### src/rtl/ivt_pkg.sv
package ivt_pkg;

    localparam int ADDR_W       = 8;
    localparam int DATA_W       = 32;
    localparam int NUM_MATCH    = 3;
    localparam int NUM_IRQ      = 5;
    localparam int MATCH_STRIDE = 12;

    localparam logic [ADDR_W-1:0] A_CLK    = 8'h00;
    localparam logic [ADDR_W-1:0] A_CTL    = 8'h0C;
    localparam logic [ADDR_W-1:0] A_CNT    = 8'h18;
    localparam logic [ADDR_W-1:0] A_IVAL   = 8'h24;
    localparam logic [ADDR_W-1:0] A_MATCH0 = 8'h30;
    localparam logic [ADDR_W-1:0] A_ISR    = 8'h54;
    localparam logic [ADDR_W-1:0] A_IER    = 8'h60;

    // status bit positions: interval, compare 0..2, overflow
    localparam int IRQ_INT = 0;
    localparam int IRQ_M0  = 1;
    localparam int IRQ_OVF = 4;

    // clock control, bit 6 down to bit 0
    typedef struct packed {
        logic       edge_fall;
        logic       src_ext;
        logic [3:0] psc_n;
        logic       psc_en;
    } clk_cfg_t;

    // counter control, bit 6 down to bit 0
    typedef struct packed {
        logic wpol;
        logic wave_off;
        logic reload;
        logic match_on;
        logic down;
        logic intv;
        logic halt;
    } cnt_cfg_t;

    localparam logic [6:0] CTL_RESET = 7'h21;

    typedef enum logic {
        ST_OFF = 1'b0,
        ST_RUN = 1'b1
    } run_st_t;

endpackage

### src/rtl/ivt_tick_gen.sv
module ivt_tick_gen
    import ivt_pkg::*;
#(
    parameter int PSC_W  = 16,
    parameter int SYNC_N = 2
) (
    input  logic     clk,
    input  logic     rst_n,
    input  logic     ext_i,
    input  clk_cfg_t cfg,
    input  logic     active,
    input  logic     restart,
    output logic     tick_o
);

    localparam int SH_W = $clog2(PSC_W + 1) + 1;

    logic [SYNC_N-1:0] sync_q;
    logic              prev_q;
    logic              rise, fall, src_tick;
    logic [PSC_W-1:0]  psc_q;
    logic [PSC_W-1:0]  psc_lim;
    logic [SH_W-1:0]   shamt;

    // two-flop synchronizer plus one flop for edge detection
    always_ff @(posedge clk or negedge rst_n) begin
        if (!rst_n) begin
            sync_q <= '0;
            prev_q <= 1'b0;
        end else begin
            sync_q <= {sync_q[SYNC_N-2:0], ext_i};
            prev_q <= sync_q[SYNC_N-1];
        end
    end

    assign rise = sync_q[SYNC_N-1] & ~prev_q;
    assign fall = ~sync_q[SYNC_N-1] & prev_q;

    always_comb begin
        if (cfg.src_ext) src_tick = cfg.edge_fall ? fall : rise;
        else             src_tick = 1'b1;
    end

    // limit is 2^(N+1)-1; wraps correctly to all-ones when N+1 equals PSC_W
    assign shamt   = SH_W'(cfg.psc_n) + SH_W'(1);
    assign psc_lim = (PSC_W'(1) << shamt) - PSC_W'(1);

    always_ff @(posedge clk or negedge rst_n) begin
        if (!rst_n) begin
            psc_q <= '0;
        end else if (restart || !active || !cfg.psc_en) begin
            psc_q <= '0;
        end else if (src_tick) begin
            psc_q <= (psc_q == psc_lim) ? '0 : psc_q + PSC_W'(1);
        end
    end

    assign tick_o = src_tick & (!cfg.psc_en | (psc_q == psc_lim));

endmodule

### src/rtl/ivt_counter.sv
module ivt_counter
    import ivt_pkg::*;
#(
    parameter int CW = 16
) (
    input  logic          clk,
    input  logic          rst_n,
    input  logic          ctl_wr,
    input  logic          ctl_halt,
    input  logic          reload,
    input  logic          reload_down,
    input  logic          tick,
    input  logic          intv,
    input  logic          down,
    input  logic [CW-1:0] ival,
    output logic [CW-1:0] cnt_o,
    output logic          run_o,
    output logic          adv_o,
    output logic          evt_int_o,
    output logic          evt_ovf_o
);

    localparam logic [CW-1:0] ALL1 = '1;

    run_st_t       st_q, st_d;
    logic [CW-1:0] cnt_q, cnt_d;

    // state register
    always_ff @(posedge clk or negedge rst_n) begin
        if (!rst_n) begin
            st_q  <= ST_OFF;
            cnt_q <= '0;
        end else begin
            st_q  <= st_d;
            cnt_q <= cnt_d;
        end
    end

    // next state and outputs
    always_comb begin
        st_d      = st_q;
        cnt_d     = cnt_q;
        evt_int_o = 1'b0;
        evt_ovf_o = 1'b0;
        adv_o     = 1'b0;
        unique case (st_q)
            ST_OFF: if (ctl_wr && !ctl_halt) st_d = ST_RUN;   // start
            ST_RUN: if (ctl_wr &&  ctl_halt) st_d = ST_OFF;   // halt
            default: st_d = ST_OFF;
        endcase
        if (reload) begin
            cnt_d = reload_down ? ival : '0;
        end else if (st_q == ST_RUN && tick) begin
            adv_o = 1'b1;
            if (!down) begin
                if (intv && cnt_q == ival) begin
                    cnt_d     = '0;
                    evt_int_o = 1'b1;
                end else if (cnt_q == ALL1) begin
                    cnt_d     = '0;
                    evt_ovf_o = 1'b1;
                end else begin
                    cnt_d = cnt_q + CW'(1);
                end
            end else begin
                if (cnt_q == '0) begin
                    if (intv) begin
                        cnt_d     = ival;
                        evt_int_o = 1'b1;
                    end else begin
                        cnt_d     = ALL1;
                        evt_ovf_o = 1'b1;
                    end
                end else begin
                    cnt_d = cnt_q - CW'(1);
                end
            end
        end
    end

    assign cnt_o = cnt_q;
    assign run_o = (st_q == ST_RUN);

endmodule

### src/rtl/ivt_match.sv
module ivt_match #(
    parameter int CW = 16,
    parameter int NM = 3
) (
    input  logic          clk,
    input  logic          rst_n,
    input  logic          adv,
    input  logic          match_on,
    input  logic [CW-1:0] cnt,
    input  logic [CW-1:0] match_val [NM],
    input  logic          wave_off,
    input  logic          wave_pol,
    input  logic          reload,
    output logic [NM-1:0] evt_o,
    output logic          wave_t_o,
    output logic          wave_o
);

    logic wave_q;

    for (genvar g = 0; g < NM; g++) begin : g_cmp
        assign evt_o[g] = adv & match_on & (cnt == match_val[g]);
    end

    always_ff @(posedge clk or negedge rst_n) begin
        if (!rst_n)                    wave_q <= 1'b0;
        else if (reload)               wave_q <= 1'b0;
        else if (evt_o[0] && !wave_off) wave_q <= ~wave_q;
    end

    assign wave_t_o = wave_q;
    assign wave_o   = !wave_off & (wave_q ^ wave_pol);

endmodule

### src/rtl/ivt_irq.sv
module ivt_irq #(
    parameter int NI = 5
) (
    input  logic          clk,
    input  logic          rst_n,
    input  logic [NI-1:0] evt,
    input  logic          clr,
    input  logic          ier_wr,
    input  logic [NI-1:0] ier_wdata,
    output logic [NI-1:0] isr_o,
    output logic [NI-1:0] ier_o,
    output logic          irq_o
);

    logic [NI-1:0] isr_q, ier_q;

    always_ff @(posedge clk or negedge rst_n) begin
        if (!rst_n) begin
            isr_q <= '0;
            ier_q <= '0;
        end else begin
            isr_q <= (clr ? '0 : isr_q) | evt;
            if (ier_wr) ier_q <= ier_wdata;
        end
    end

    assign isr_o = isr_q;
    assign ier_o = ier_q;
    assign irq_o = |(isr_q & ier_q);

endmodule

### src/rtl/ivt_timer.sv
module ivt_timer
    import ivt_pkg::*;
#(
    parameter int CNT_W = 16
) (
    input  logic        clk,
    input  logic        rst_n,
    input  logic [7:0]  bus_addr,
    input  logic        bus_we,
    input  logic        bus_re,
    input  logic [31:0] bus_wdata,
    output logic [31:0] bus_rdata,
    input  logic        ext_clk_i,
    output logic        wave_o,
    output logic        irq_o
);

    clk_cfg_t             clk_cfg_q;
    cnt_cfg_t             cnt_cfg_q, ctl_new, ctl_store;
    logic [CNT_W-1:0]     ival_q;
    logic [CNT_W-1:0]     match_q [NUM_MATCH];
    logic                 wr_clk, wr_ctl, wr_ival, wr_ier;
    logic [NUM_MATCH-1:0] wr_m;
    logic                 reload_w, tick_w, run_w, adv_w;
    logic                 evt_int_w, evt_ovf_w, isr_clr_w, wave_t_w;
    logic [CNT_W-1:0]     cnt_w;
    logic [NUM_MATCH-1:0] evt_m_w;
    logic [NUM_IRQ-1:0]   evt_w, isr_w, ier_w;

    assign wr_clk    = bus_we && bus_addr == A_CLK;
    assign wr_ctl    = bus_we && bus_addr == A_CTL;
    assign wr_ival   = bus_we && bus_addr == A_IVAL;
    assign wr_ier    = bus_we && bus_addr == A_IER;
    assign isr_clr_w = bus_re && bus_addr == A_ISR;

    for (genvar g = 0; g < NUM_MATCH; g++) begin : g_mdec
        assign wr_m[g] = bus_we && bus_addr == ADDR_W'(A_MATCH0 + g * MATCH_STRIDE);
    end

    if (CNT_W < DATA_W) begin : g_unused
        logic unused_hi;
        assign unused_hi = ^bus_wdata[DATA_W-1:CNT_W];
    end

    always_comb begin
        ctl_new          = cnt_cfg_t'(bus_wdata[6:0]);
        ctl_store        = ctl_new;
        ctl_store.reload = 1'b0;
    end
    assign reload_w = wr_ctl && ctl_new.reload;

    always_ff @(posedge clk or negedge rst_n) begin
        if (!rst_n) begin
            clk_cfg_q <= '0;
            cnt_cfg_q <= cnt_cfg_t'(CTL_RESET);
            ival_q    <= '0;
            for (int i = 0; i < NUM_MATCH; i++) match_q[i] <= '0;
        end else begin
            if (wr_clk)  clk_cfg_q <= clk_cfg_t'(bus_wdata[6:0]);
            if (wr_ctl)  cnt_cfg_q <= ctl_store;
            if (wr_ival) ival_q    <= bus_wdata[CNT_W-1:0];
            for (int i = 0; i < NUM_MATCH; i++) begin
                if (wr_m[i]) match_q[i] <= bus_wdata[CNT_W-1:0];
            end
        end
    end

    always_comb begin
        bus_rdata = '0;
        if (bus_addr == A_CLK)  bus_rdata[6:0]       = clk_cfg_q;
        if (bus_addr == A_CTL)  bus_rdata[6:0]       = cnt_cfg_q;
        if (bus_addr == A_CNT)  bus_rdata[CNT_W-1:0] = cnt_w;
        if (bus_addr == A_IVAL) bus_rdata[CNT_W-1:0] = ival_q;
        if (bus_addr == A_ISR)  bus_rdata[NUM_IRQ-1:0] = isr_w;
        if (bus_addr == A_IER)  bus_rdata[NUM_IRQ-1:0] = ier_w;
        for (int i = 0; i < NUM_MATCH; i++) begin
            if (bus_addr == ADDR_W'(A_MATCH0 + i * MATCH_STRIDE))
                bus_rdata[CNT_W-1:0] = match_q[i];
        end
    end

    ivt_tick_gen #(.PSC_W(16), .SYNC_N(2)) u_tick (
        .clk     (clk),
        .rst_n   (rst_n),
        .ext_i   (ext_clk_i),
        .cfg     (clk_cfg_q),
        .active  (run_w),
        .restart (reload_w),
        .tick_o  (tick_w)
    );

    ivt_counter #(.CW(CNT_W)) u_cnt (
        .clk         (clk),
        .rst_n       (rst_n),
        .ctl_wr      (wr_ctl),
        .ctl_halt    (ctl_new.halt),
        .reload      (reload_w),
        .reload_down (ctl_new.down),
        .tick        (tick_w),
        .intv        (cnt_cfg_q.intv),
        .down        (cnt_cfg_q.down),
        .ival        (ival_q),
        .cnt_o       (cnt_w),
        .run_o       (run_w),
        .adv_o       (adv_w),
        .evt_int_o   (evt_int_w),
        .evt_ovf_o   (evt_ovf_w)
    );

    ivt_match #(.CW(CNT_W), .NM(NUM_MATCH)) u_match (
        .clk       (clk),
        .rst_n     (rst_n),
        .adv       (adv_w),
        .match_on  (cnt_cfg_q.match_on),
        .cnt       (cnt_w),
        .match_val (match_q),
        .wave_off  (cnt_cfg_q.wave_off),
        .wave_pol  (cnt_cfg_q.wpol),
        .reload    (reload_w),
        .evt_o     (evt_m_w),
        .wave_t_o  (wave_t_w),
        .wave_o    (wave_o)
    );

    assign evt_w = {evt_ovf_w, evt_m_w, evt_int_w};

    ivt_irq #(.NI(NUM_IRQ)) u_irq (
        .clk       (clk),
        .rst_n     (rst_n),
        .evt       (evt_w),
        .clr       (isr_clr_w),
        .ier_wr    (wr_ier),
        .ier_wdata (bus_wdata[NUM_IRQ-1:0]),
        .isr_o     (isr_w),
        .ier_o     (ier_w),
        .irq_o     (irq_o)
    );

endmodule

### config.mk
export PLATFORM = sky130hd
export DESIGN_NAME = ivt_timer
export DESIGN_NICKNAME = d
export VERILOG_FILES = /design/src/rtl/ivt_pkg.sv /design/src/rtl/ivt_tick_gen.sv /design/src/rtl/ivt_counter.sv /design/src/rtl/ivt_match.sv /design/src/rtl/ivt_irq.sv /design/src/rtl/ivt_timer.sv
export SDC_FILE = /design/constraint.sdc
export NUM_CORES = 1
export LEC_CHECK = 0
export ABC_AREA = 1
export BUFFER_PORTS_ARGS = -buffer_cell sky130_fd_sc_hd__clkbuf_2
export CORE_ASPECT_RATIO = 0.7
export CORE_MARGIN = 2
export CORE_UTILIZATION = 35
export DETAILED_ROUTE_END_ITERATION = 12
export PLACE_DENSITY = 0.6
export SKIP_CTS_REPAIR_TIMING = 1
export SLEW_MARGIN = 25
export SYNTH_ARGS = -nofsm -noshare
export SYNTH_HDL_FRONTEND = slang
export SYNTH_SLANG_ARGS = --single-unit
### constraint.sdc
create_clock -name clk -period 2.8 [get_ports clk]
set_clock_uncertainty 0.15 [all_clocks]
set_input_delay 0.28 -clock clk [delete_from_list [all_inputs] [get_ports clk]]
set_output_delay 0.28 -clock clk [all_outputs]
set_load 0.05 [all_outputs]
---- Word-level counts from Yosys, hierarchy flattened ----
Cells that the tools add are included.
word-level totals
  output and inout bits ................... 34
  register bits after elaboration ......... 124
  logic and storage cells ................. 127
  input port bits ......................... 45
cells by class
  reduce and logical (&&, ||, !) cells .... 26
  $add $sub $neg .......................... 5
  multiplexer cells ....................... 43
  bitwise logic cells ..................... 16
  shift operators ......................... 1
  equal/unequal tests ..................... 14
operators by type and width
  cell                                                                    count
  16-bit 2-to-1 mux                                                       16
  16-bit equality test                                                    5
  16-bit by 1-bit adder with 16-bit output (second input constant)        2
  8-bit by 6-bit equality test with 1-bit output (second input constant)  3
  8-bit by 7-bit equality test with 1-bit output (second input constant)  3
  1-bit 2-to-1 mux                                                        21
  16-bit equality test (second input constant)                            1
  16-bit logical NOT                                                      1
  1-bit by 6-bit left shift with 16-bit output (first input constant)     1
  16-bit by 1-bit subtractor with 16-bit output (second input constant)   1
  16-bit by 2-bit subtractor with 16-bit output (second input constant)   1
  5-bit 2-to-1 mux                                                        3
  1-bit logical AND                                                       14
  7-bit 2-to-1 mux                                                        2
  1-bit AND                                                               8
  8-bit by 4-bit equality test with 1-bit output (second input constant)  1
  8-bit by 5-bit equality test with 1-bit output (second input constant)  1
  8-bit logical NOT                                                       1
  2-bit nonzero test                                                      3
  4-bit by 1-bit adder with 5-bit output (second input constant)          1
  5-bit AND                                                               1
  5-bit bitwise OR                                                        1
  5-bit OR reduction                                                      1
  1-bit logical NOT                                                       4
  other kinds (5)                                                         9

---- Depth between registers and ports, before layout ----
Gate-level depths: netlist (run 1).
  word-level depth ........................ 14
  mapped depth ............................ 21
  mapped depth without buffers ............ 20

---- By module ----
From an unflattened synthesis (run 1), not the netlist that was laid out.
unflattened totals
  cells, all modules ...................... 1472
  area total of the unflattened synthesis .. 9728.1 µm²
by module, submodules not included
  module        seq. area each (µm²)  cells an instance  area each (µm²)  times used
  ivt_timer     1929.4                499                4157.7           1
  ivt_counter   425.4                 462                2518.7           1
  ivt_tick_gen  475.5                 282                1741.7           1
  ivt_match     25.0                  182                884.6            1
  ivt_irq       250.2                 47                 425.4            1

---- Worst setup path before layout (run 1) ----
Ideal clock, no wire load.
  path type ............................... input port to output port
  from .................................... input bus_addr[7]
  to ...................................... output bus_rdata[3]
  slack ................................... 0.116 ns
  required time ........................... 2.370 ns
  buffers on the path ..................... 0
  stages on the path ...................... 9
  arrival ................................. 2.254 ns
  cells stage by stage .................... nor2_1 -> nand2_1 -> nor2_1 -> inv_1 -> o21ai_0 -> a31oi_1 -> nand4_1 -> a211oi_1 -> o21ai_0
between the ends
  word-level cells in the longest chain between the ends .. 10
  elaborated cells between the ends (all ways) .. 18
  classes of those cells .................. eq/ne (8); mux (9); reduce/logical (1)
RTL lines
  item                            line             text
  start: declaration              ivt_timer.sv:8   input logic [7:0] bus_addr,
  8-bit logical NOT               ivt_timer.sv:70  if (bus_addr == A_CLK) bus_rdata[6:0] = clk_cfg_q;
  7-bit 2-to-1 mux                ivt_timer.sv:70
  7-bit 2-to-1 mux                ivt_timer.sv:71  if (bus_addr == A_CTL) bus_rdata[6:0] = cnt_cfg_q;
  16-bit 2-to-1 mux               ivt_timer.sv:72  if (bus_addr == A_CNT) bus_rdata[CNT_W-1:0] = cnt_w;
  16-bit 2-to-1 mux               ivt_timer.sv:73  if (bus_addr == A_IVAL) bus_rdata[CNT_W-1:0] = ival_q;
  5-bit 2-to-1 mux                ivt_timer.sv:74  if (bus_addr == A_ISR) bus_rdata[NUM_IRQ-1:0] = isr_w;
  5-bit 2-to-1 mux                ivt_timer.sv:75  if (bus_addr == A_IER) bus_rdata[NUM_IRQ-1:0] = ier_w;
  16-bit 2-to-1 mux (2 in a row)  ivt_timer.sv:77  if (bus_addr == ADDR_W'(A_MATCH0 + i * MATCH_STRIDE))
  16-bit 2-to-1 mux *             ivt_timer.sv:77
  end: declaration                ivt_timer.sv:12  output logic [31:0] bus_rdata,
Every way passes the cells marked *; elsewhere a longest branch is shown, timed or not.

---- Worst setup path in the final report (run 1) ----
  from .................................... register u_cnt.cnt_q[12] (netlist: u_cnt.cnt_o[12])
  to ...................................... output bus_rdata[12]
between the ends
  word-level cells in the longest chain between the ends .. 5
RTL lines
  item                            line               text
  start: declaration              ivt_counter.sv:26  logic [CW-1:0] cnt_q, cnt_d;
  start signal: assignment        ivt_counter.sv:35  cnt_q <= cnt_d;
  16-bit 2-to-1 mux               ivt_timer.sv:72
  16-bit 2-to-1 mux               ivt_timer.sv:73
  16-bit 2-to-1 mux (3 in a row)  ivt_timer.sv:77
No other way between the ends.

==> impl_results.md, run 1 <==
* Rows at 46
* R2r setup slk at 0.28 ns
* CTS Buf Count at 17
* Hold/Removal Path Class: input pin to register
* Setup TNS at 0 ns
* Peak VDD IR at 0.000430 V
* CP bufs+invs at 2
* Achievable Freq at 372 MHz
* Vias post-DR at 8,094
* HPWL Detailed at 20,400 microns
* Drt first-iter violations at 910
* FFs w/ async S/R, synth at 100%
* Tightest Pin Transition at 0.672 ns
* Filler cells at 2,369
* DR WL/cell at 17.6 microns
* Core Region at 22,800 sq um
* Synth-to-layout area growth at 18.9%
* Placed cells at 1,499
* Fin util at 42.7%
* Fin area at 9730 sq um
* Most used DFF post-synth: dfrtp_1
* Initial DRT Pass Iterations at 6
* Final WS setup at 0.112 ns
* First-pass GRT wire length at 41,800 microns
* Stages on the worst setup path at 5
* Initial antenna violation count at 0
* CTS tree: yes
* Post-route ant nets at 0
* Initial Util at 35.9%
* LEAKAGE at 4.37 nW
* Clk buf depth at 2
* IO buf count at 46
* CTS sink cnt at 124
* Yosys cell types at 48
* Ranking of synthesized cells by area: dfrtp_1 37%, nand2_1 13%, o21ai_0 7.9%
* Via-to-Cell Ratio at 5.27
* Metal3 WL at 2760 microns
* Power per cell area at 696 nW/um^2
* Slew margin rel. at 55.2%
* Die height at 132 microns
* Layout cell share with drive strength beyond 1 at 15.1%
* Worst R2R Path Depth at 19
* Top sig layer: met4
* Seq/Total Area, Yosys at 38.0%
* Die width at 187 microns
* GRT Total Usage at 22.0%
* Post-DP Area at 9090 sq um
* CP Launch Type: register
* Final worst path period share at 96.0%
* CTS clk-pin slew, worst paths at 0.07 ns
* Vias in the first global route at 7,022
* Worst reg2reg path endpoint: u_match.wave_t_o
* IO Count at 79
* DRC errors left at 0
* Avg Cell Area, Syn at 7.22 sq um
* Crit-path leading delay family: buffers and inverters
* Pin count of the biggest net entering global routing at 72
* Worst reg2reg startpoint: clk_cfg_q[2]
* Slew Limit Fails at 0
* Post-Route M1 WL at 14,000 microns
* Global placer's final weighted congestion at 0.943
* Routed length on met2 at 9910 microns
* H-tree lvl count at 4
* Unrepaired setup endpoints after global routing: false
* Fin. Hold Viols at 0
* Post-synthesis cell area at 8180 sq um
* Number of flops mapped to enable cells by yosys at 0
* DIE AREA at 24,600 sq um
* Crit path max fanout at 8
* Min cycle time layout at 2.69 ns
* Total gr overflow at 0
* Final setup viols at 0
* Synth Register Bits at 124
* Worst hold path endpoint: match_q[26]
* Count of yosys warnings during synthesis at 0
* Clk Latency, worst-skew pair at 0.44 ns
* CP peak stage delay at 0.52 ns
* Yosys top cell by area: dfrtp_1
* Mapped Cells at 1,133
* Setup Crit Path Kind: register to output port
* Slowest CP cell: dfrtp_1
* Worst Setup End Kind: output port
* Hold Path Depth at 3
* Hold_sp: bus_wdata[10]
* Critical path data arrival time at 2.26 ns
* Final net count at 1,258
* Max-cap violations at 0
* Status: finished, final reports clean
* Non-filler cells, final at 1,535
* Setup WS pre-CTS at 0.223 ns
* Top cell type's share of synthesized area at 37.3%
* WP data required at 2.37 ns
* Root buf cell: clkbuf_16
* CP Cell Sequence: inv_1 > nor2_1 > a221oi_1 > nand3_1 > clkbuf_2
* WL final at 26,900 microns
placed cells by master, fill, tap and decap left out, drive strengths merged, types with 17 or more instances in the layout:
cell type and instances:
a21oi 21, buf 67, clkbuf 52, conb 17, dfrtp 122, inv 129, nand2 304, nand3 63
nand4 24, nor2 97, nor3 20, o21ai 139, o22ai 20, xor2 45
per-stage QoR:
step / total power, mW / hold WS (ns)
2_1_floorplan: 3.74 / -0.166
3_3_place_gp: 4.47 / 0.185
3_5_place_dp: 4.49 / 0.190
4_1_cts: 6.69 / -0.268
5_1_grt: 7.08 / 0.0543
6_report: 6.77 / 0.0453
synth_stat cells, types with 7 or more instances:
library cell  count
clkbuf_1         26
nor2_1           87
nand4_1          24
o22ai_1          20
a21oi_1          21
nand2_1         294
dfrtp_1         122
nand3_1          60
buf_4            18
inv_2             7
o21ai_1          10
o211ai_1         11
nor2_2            7
nor3_1           19
xnor2_1          16
xor2_1           45
o221ai_1         10
nor4_1           11
buf_2            11
inv_1           116
o21ai_0         129
nand2_2           8
cell type report:
cell class                      count  area (sq um)  share of cell area, %
Antenna cell                        1          2.50                 0.0257
Clock buffer                       18           439                   4.51
Clock inverter                     14           135                   1.39
Inverter                          124           470                   4.84
Multi-Input combinational cell    838          4340                   44.6
Sequential cell                   124          3110                   31.9
Tap cell                          312           390                   4.01
Timing Repair Buffer              104           845                   8.68
worst min-delay path: cells and delay by family:
kind            cells  cell delay [ns]
compound gates      1             0.16
buf+inv             2             0.15
sequential cells by signal, summed over array words and instances (netlist names), named ones only:
register / flops
u_irq.isr_o: 5
u_match.wave_t_o: 1
match_q: 48
u_irq.ier_o: 5
u_tick.sync_q: 2
u_cnt.cnt_o: 16
ival_q: 16
u_tick.prev_q: 1
cnt_cfg_q: 6
u_tick.psc_q: 16
clk_cfg_q: 7
layer usage:
metal	vias up	global-route usage (%)
li1	3875	-
met4	0	4.23
met3	19	5.99
met5	-	0
met1	3828	36.5
met2	372	27.1
worst max-delay path by stage:
stage / start / slack (ns) / end
2_1_floorplan: bus_addr[7] / 0.12 / bus_rdata[3]
3_3_place_gp: clk_cfg_q[2] / 0.18 / u_cnt.cnt_o[15]
3_5_place_dp: clk_cfg_q[2] / 0.22 / u_cnt.cnt_o[2]
4_1_cts: u_cnt.cnt_o[5] / -0.06 / bus_rdata[5]
5_1_grt: clk_cfg_q[2] / 0.01 / u_match.wave_t_o
6_report: u_cnt.cnt_o[12] / 0.11 / bus_rdata[12]
power breakdown:
| group | total (mW) | internal (mW) | switching [mW] |
|---|---|---|---|
| sequential | 2.39 | 1.97 | 0.414 |
| combinational | 2.17 | 0.848 | 1.32 |
| clock | 2.21 | 1.26 | 0.950 |
kinds of logic after synthesis:
group / synth area share [%]
xor gates and xnor gates: 6.53
and+or+nand+nor: 28.6
AOI/OAI and AO/OA: 16.2
buffers and inverters: 10.1
adders and majority gates: 0.612
other: 0.0918
DFF: 38.0
(Power assumes the default switching activity.)
==> run 2, diff against run 1 <==
--- a/config.mk
+++ b/config.mk
@@ -6,7 +6,7 @@
 export NUM_CORES = 1
 export LEC_CHECK = 0
 export ABC_AREA = 1
-export BUFFER_PORTS_ARGS = -buffer_cell sky130_fd_sc_hd__clkbuf_2
+export BUFFER_PORTS_ARGS = -buffer_cell sky130_fd_sc_hd__buf_2
 export CORE_ASPECT_RATIO = 0.7
 export CORE_MARGIN = 2
 export CORE_UTILIZATION = 35
==> impl_results.md, run 2 (synthesized netlist as in run 1, its figures left out) <==
* Vias post-DR at 8,028 (-0.82%)
* Hold_sp: bus_wdata[13]
* Number of flip-flops in the largest register at 48 (unchanged)
* Achievable Freq at 367 MHz (-1.5%)
* Hold Path Depth at 3 (unchanged)
* Initial Util at 35.9% (unchanged)
* Unrepaired setup endpoints after global routing: false
* DRC errors left at 0 (unchanged)
* Tightest Pin Transition at 0.672 ns (+0.000146 ns)
* Core Region at 22,800 sq um (unchanged)
* Crit path max fanout at 8 (unchanged)
* Most frequent cells in the layout: 294 x nand2_1, 129 x o21ai_0, 122 x dfrtp_1, 115 x inv_1, 86 x nor2_1
* Power per cell area at 721 nW/um^2 (+3.7%)
* Peak VDD IR at 0.000516 V (+20%)
* Sw power at 2.73 mW (+1.9%)
* Final setup viols at 0 (unchanged)
* Post-route ant nets at 0 (unchanged)
* Critical path data arrival time at 2.30 ns (+0.04 ns)
* Seq pwr share at 34.5% (-0.8 points)
* Die height at 132 microns (unchanged)
* HPWL Detailed at 20,500 microns (+0.54%)
* Total gr overflow at 0 (unchanged)
* Layout cell share with drive strength beyond 1 at 15.0% (-0.094 points)
* CTS Buf Count at 17 (unchanged)
* Setup TNS at 0 ns (unchanged)
* P_int at 4.19 mW (+2.5%)
* Slew Limit Fails at 0 (unchanged)
* CP endpoint: bus_rdata[12]
* DR WL/cell at 17.8 microns (+1.1%)
* Via-to-Cell Ratio at 5.23 (-0.82%)
* R2r setup slk at 0.17 ns (-0.11 ns)
* Min cycle time layout at 2.73 ns (+0.0398 ns)
* Clk buf depth at 2 (unchanged)
* WL final at 27,200 microns (+1.1%)
* CTS clk-pin slew, worst paths at 0.07 ns (about the same)
* Initial DRT Pass Iterations at 5 (-1)
* H-tree lvl count at 4 (unchanged)
* GRT Total Usage at 22.4% (+0.43 points)
* Hold/Removal Path Class: input pin to register
* Drt first-iter violations at 1,099 (+21%)
* WP data required at 2.37 ns (about the same)
* Global placer's final weighted congestion at 0.931 (-1.2%)
* Pin count of the biggest net entering global routing at 73 (+1.4%)
* Root buf cell: clkbuf_16
* Comb power frac at 31.5% (-0.5 points)
* Clk Latency, worst-skew pair at 0.44 ns (about the same)
* Worst Setup End Kind: output port
* Total power at 6.92 mW (+2.3%)
* Fin. Hold Viols at 0 (unchanged)
* DIE AREA at 24,600 sq um (unchanged)
* Slew margin rel. at 55.2% (about the same)
* Setup Crit Path Kind: register to output port
* Worst reg2reg path endpoint: u_cnt.cnt_o[8]
* CTS sink cnt at 124 (unchanged)
* Clk network pwr share at 34.0% (+1.3 points)
* Worst reg2reg startpoint: clk_cfg_q[2]
* Antenna cells at 0 (-1)
* Final worst path period share at 97.4% (+1.4 points)
* Die width at 187 microns (unchanged)
* IO Count at 79 (unchanged)
* Initial antenna violation count at 0 (unchanged)
* Synth-to-layout area growth at 17.2%
* Hold Slack at 0.0449 ns (-0.000382 ns)
* Max-cap violations at 0 (unchanged)
* IO buf count at 46 (unchanged)
* Sw frac at 39.5% (-0.12 points)
* Fin util at 42.1% (-0.60 points)
* Most common cell after layout, fill and taps aside: nand2_1
* Setup crit start: u_cnt.cnt_o[12]
* Vias in the first global route at 7,256 (+3.3%)
* Status: finished, final reports clean
* LEAKAGE at 4.37 nW (-0.13%)
* Rows at 46 (unchanged)
* Reg with most FFs: match_q
* CP Launch Type: register
* Final net count at 1,259 (+0.079%)
* CTS tree: yes
* First-pass GRT wire length at 42,700 microns (+2.1%)
* Worst R2R Path Depth at 18 (-1)
## run 2: cell type report
class                      count  area [sq um]
fill                        2397         13200
inverter                     124           470
tap                          312           390
multi-input combinational    838          4330
clock inverter                14           171
clock buffer                  18           439
timing repair buffer         105           687
sequential                   124          3110
## run 2: worst max-delay path: stages, from the launching register on
cell and delay [ns]:
dfrtp_1 0.52, inv_1 0.38, nor2_1 0.09, a221oi_1 0.44
nand3_1 0.17, buf_2 0.25
## run 2: power by group through the flow
stage / sequential [mW] / combinational, mW / clock, mW
6_report: 2.39 / 2.18 / 2.35
5_1_grt: 2.42 / 2.37 / 2.46
4_1_cts: 2.36 / 2.12 / 2.37
3_5_place_dp: 2.39 / 2.10 / 0
3_3_place_gp: 2.39 / 2.08 / 0
2_1_floorplan: 2.09 / 1.65 / 0
## run 2: through the flow
step,instances,cell area (sq um),setup WS (ns)
2_1_floorplan,1148,8240,0.116
3_3_place_gp,1500,8930,0.219
3_5_place_dp,1500,8930,0.206
4_1_cts,1532,9540,-0.187
5_1_grt,1535,9590,0.0150
6_report,1535,9590,0.0726
## run 2: metal layers
metal	vias to the layer above	share of wire, %	GRT usage (%)
li1	3883	-	-
met1	3771	51	36.9
met2	358	37	27.1
met3	16	11	6.87
met4	0	0.90	4.98
met5	-	0	0
## run 2: worst min path at each step
stage	to
global route	match_q[29]
global placement	u_tick.sync_q[1]
detailed placement	match_q[11]
finish	ival_q[13]
floorplan	asynchronous set/reset pin
CTS	match_q[11]
==> run 3, diff against run 2 <==
--- a/config.mk
+++ b/config.mk
@@ -10,6 +10,7 @@
 export CORE_ASPECT_RATIO = 0.7
 export CORE_MARGIN = 2
 export CORE_UTILIZATION = 35
+export CTS_BUF_LIST = sky130_fd_sc_hd__clkbuf_2
 export DETAILED_ROUTE_END_ITERATION = 12
 export PLACE_DENSITY = 0.6
 export SKIP_CTS_REPAIR_TIMING = 1
==> impl_results.md, run 3 (synthesized netlist as in run 1, its figures left out) <==
* Unrepaired setup endpoints after global routing: true
* Status: finished with violations
* Vias post-DR at 8,280 (+3.1%)
* DR WL/cell at 17.5 microns (-1.5%)
* Hold/Removal Path Class: input pin to register
* Hold_sp: bus_addr[4]
* Final setup viols at 2 (+2)
* Hold Slack at 0.0493 ns (+0.00443 ns)
* Die height at 132 microns (unchanged)
* Initial antenna violation count at 1 (+1)
* WL final at 27,600 microns (+1.4%)
* Pin count of the biggest net entering global routing at 73 (unchanged)
* Reg with most FFs: match_q
* CTS tree: yes
* DRC errors left at 0 (unchanged)
* Critical path data arrival time at 2.40 ns (+0.10 ns)
* Hold Path Depth at 7 (+4)
* Final worst path period share at 101% (+3.6 points)
* Routed length on met2 at 10,300 microns (+2.5%)
* Final WS setup at -0.0271 ns (-0.0997 ns)
* Clk buf depth at 2 (unchanged)
* Failing checks: setup timing
* Tightest Pin Transition at 0.675 ns (+0.00247 ns)
* Power per cell area at 625 nW/um^2 (-13%)
* Multi-input logic area at 4440 sq um (+2.5%)
* CP peak stage delay at 0.51 ns (about the same)
* Rows at 46 (unchanged)
* HPWL Detailed at 20,500 microns (unchanged)
* Metal3 WL at 2730 microns (-8.1%)
* Post-route ant nets at 0 (unchanged)
* Synth-to-layout area growth at 19.9%
* Peak VDD IR at 0.000275 V (-47%)
* Layout cell share with drive strength beyond 1 at 18.7% (+3.8 points)
* Max-cap violations at 0 (unchanged)
* Slew Limit Fails at 0 (unchanged)
* Most common cell after layout, fill and taps aside: nand2_1
* Reg area at 3120 sq um (+0.48%)
* Crit path max fanout at 5 (-3)
* CTS Buf Count at 17 (unchanged)
* Slowest CP cell: dfrtp_2
* Worst reg2reg startpoint: clk_cfg_q[3]
* Vias in the first global route at 7,150 (-1.5%)
* Setup Crit Path Kind: register to output port
* IO Count at 79 (unchanged)
* Setup TNS at -0.0296 ns (-0.0296 ns)
* CP Launch Type: register
* Root buf cell: clkbuf_2
* Slew margin rel. at 55.0% (-0.16 points)
* DIE AREA at 24,600 sq um (unchanged)
* Via-to-Cell Ratio at 5.24 (+0.26%)
* Total power at 6.13 mW (-11%)
* WP data required at 2.37 ns (about the same)
* Drt first-iter violations at 1,002 (-8.8%)
* Post-Route M1 WL at 14,300 microns (+2.6%)
* First-pass GRT wire length at 42,200 microns (-1.2%)
* CTS sink cnt at 124 (unchanged)
* Worst R2R Path Depth at 20 (+2)
* Initial Util at 35.9% (unchanged)
* R2r setup slk at 0.12 ns (-0.05 ns)
* CP Cell Sequence: inv_4 > nor2_4 > nor4_2 > o21ai_1 > a21oi_2 > nand4_1 > buf_6
* Global placer's final weighted congestion at 0.931 (unchanged)
* Worst Setup End Kind: output port
* GRT Total Usage at 22.0% (-0.38 points)
* Initial DRT Pass Iterations at 5 (unchanged)
* LEAKAGE at 4.43 nW (+1.5%)
* CTS clk-pin slew, worst paths at 0.26 ns (+0.19 ns)
* Clk Latency, worst-skew pair at 0.76 ns (+0.32 ns)
* Worst hold path endpoint: u_irq.isr_o[4]
* Worst reg2reg path endpoint: u_match.wave_t_o
* Die width at 187 microns (unchanged)
* Most frequent cells in the layout: 293 x nand2_1, 125 x o21ai_0, 110 x dfrtp_1, 108 x inv_1, 85 x nor2_1
* Final net count at 1,302 (+3.4%)
* Fin. Hold Viols at 0 (unchanged)
* Min cycle time layout at 2.83 ns (+0.0997 ns)
* H-tree lvl count at 4 (unchanged)
* Top sig layer: met4
* Core Region at 22,800 sq um (unchanged)
* Number of flip-flops in the largest register at 48 (unchanged)
* IO buf count at 46 (unchanged)
* Achievable Freq at 354 MHz (-3.5%)
* Total gr overflow at 0 (unchanged)
* Filler cells at 2,417 (+0.83%)
==> run 3: area by class of cell <==
| class | instances | area share [%] |
|---|---|---|
| Inverter | 124 | 5.02 |
| Sequential cell | 124 | 31.8 |
| Clock inverter | 15 | 1.78 |
| Multi-Input combinational cell | 838 | 45.2 |
| Tap cell | 312 | 3.98 |
| Timing Repair Buffer | 148 | 11.3 |
| Antenna cell | 1 | 0.0255 |
| Clock buffer | 17 | 0.867 |
==> run 3: worst max-delay path, delay by kind of cell (launching register included) <==
family,cells,cell delay (ns)
DFF,1,0.51
and+or+nand+nor,3,0.49
buffers and inverters,2,0.32
AOI/OAI and AO/OA,2,0.32
==> run 3: how the worst max path moves through the flow <==
stage	startpoint	to	slack, ns	cells after the start
after global routing	cnt_cfg_q[2]	bus_rdata[2]	-0.09	7
final	u_cnt.cnt_o[2]	bus_rdata[2]	-0.03	7
after floorplan	bus_addr[7]	bus_rdata[3]	0.12	9
after detailed placement	clk_cfg_q[2]	u_cnt.cnt_o[8]	0.21	18
after CTS	u_cnt.cnt_o[5]	bus_rdata[5]	-0.57	6
after global placement	bus_addr[7]	bus_rdata[3]	0.22	11
==> run 3: power breakdown <==
| group | switching [mW] | leakage, nW | total [mW] | internal, mW |
|---|---|---|---|---|
| clock network | 0.865 | 0.154 | 1.31 | 0.446 |
| logic | 1.47 | 2.63 | 2.48 | 1.01 |
| registers | 0.355 | 1.65 | 2.34 | 1.99 |
==> run 3: per-stage QoR <==
stage / setup slack, ns / utilization (%) / cell area (sq um) / instances
finish: -0.0271 / 43.1 / 9810 / 1579
CTS: -0.575 / 40.3 / 9190 / 1532
floorplan: 0.116 / - / 8240 / 1148
global route: -0.0921 / 43.1 / 9810 / 1579
detailed placement: 0.206 / 39.2 / 8930 / 1500
global placement: 0.219 / 39.2 / 8930 / 1500
==> run 3: metal layers <==
| layer | track usage, % | vias up |
|---|---|---|
| li1 | - | 3966 |
| met1 | 37.4 | 3953 |
| met2 | 26.4 | 343 |
| met3 | 5.86 | 18 |
| met4 | 3.88 | 0 |
| met5 | 0 | - |
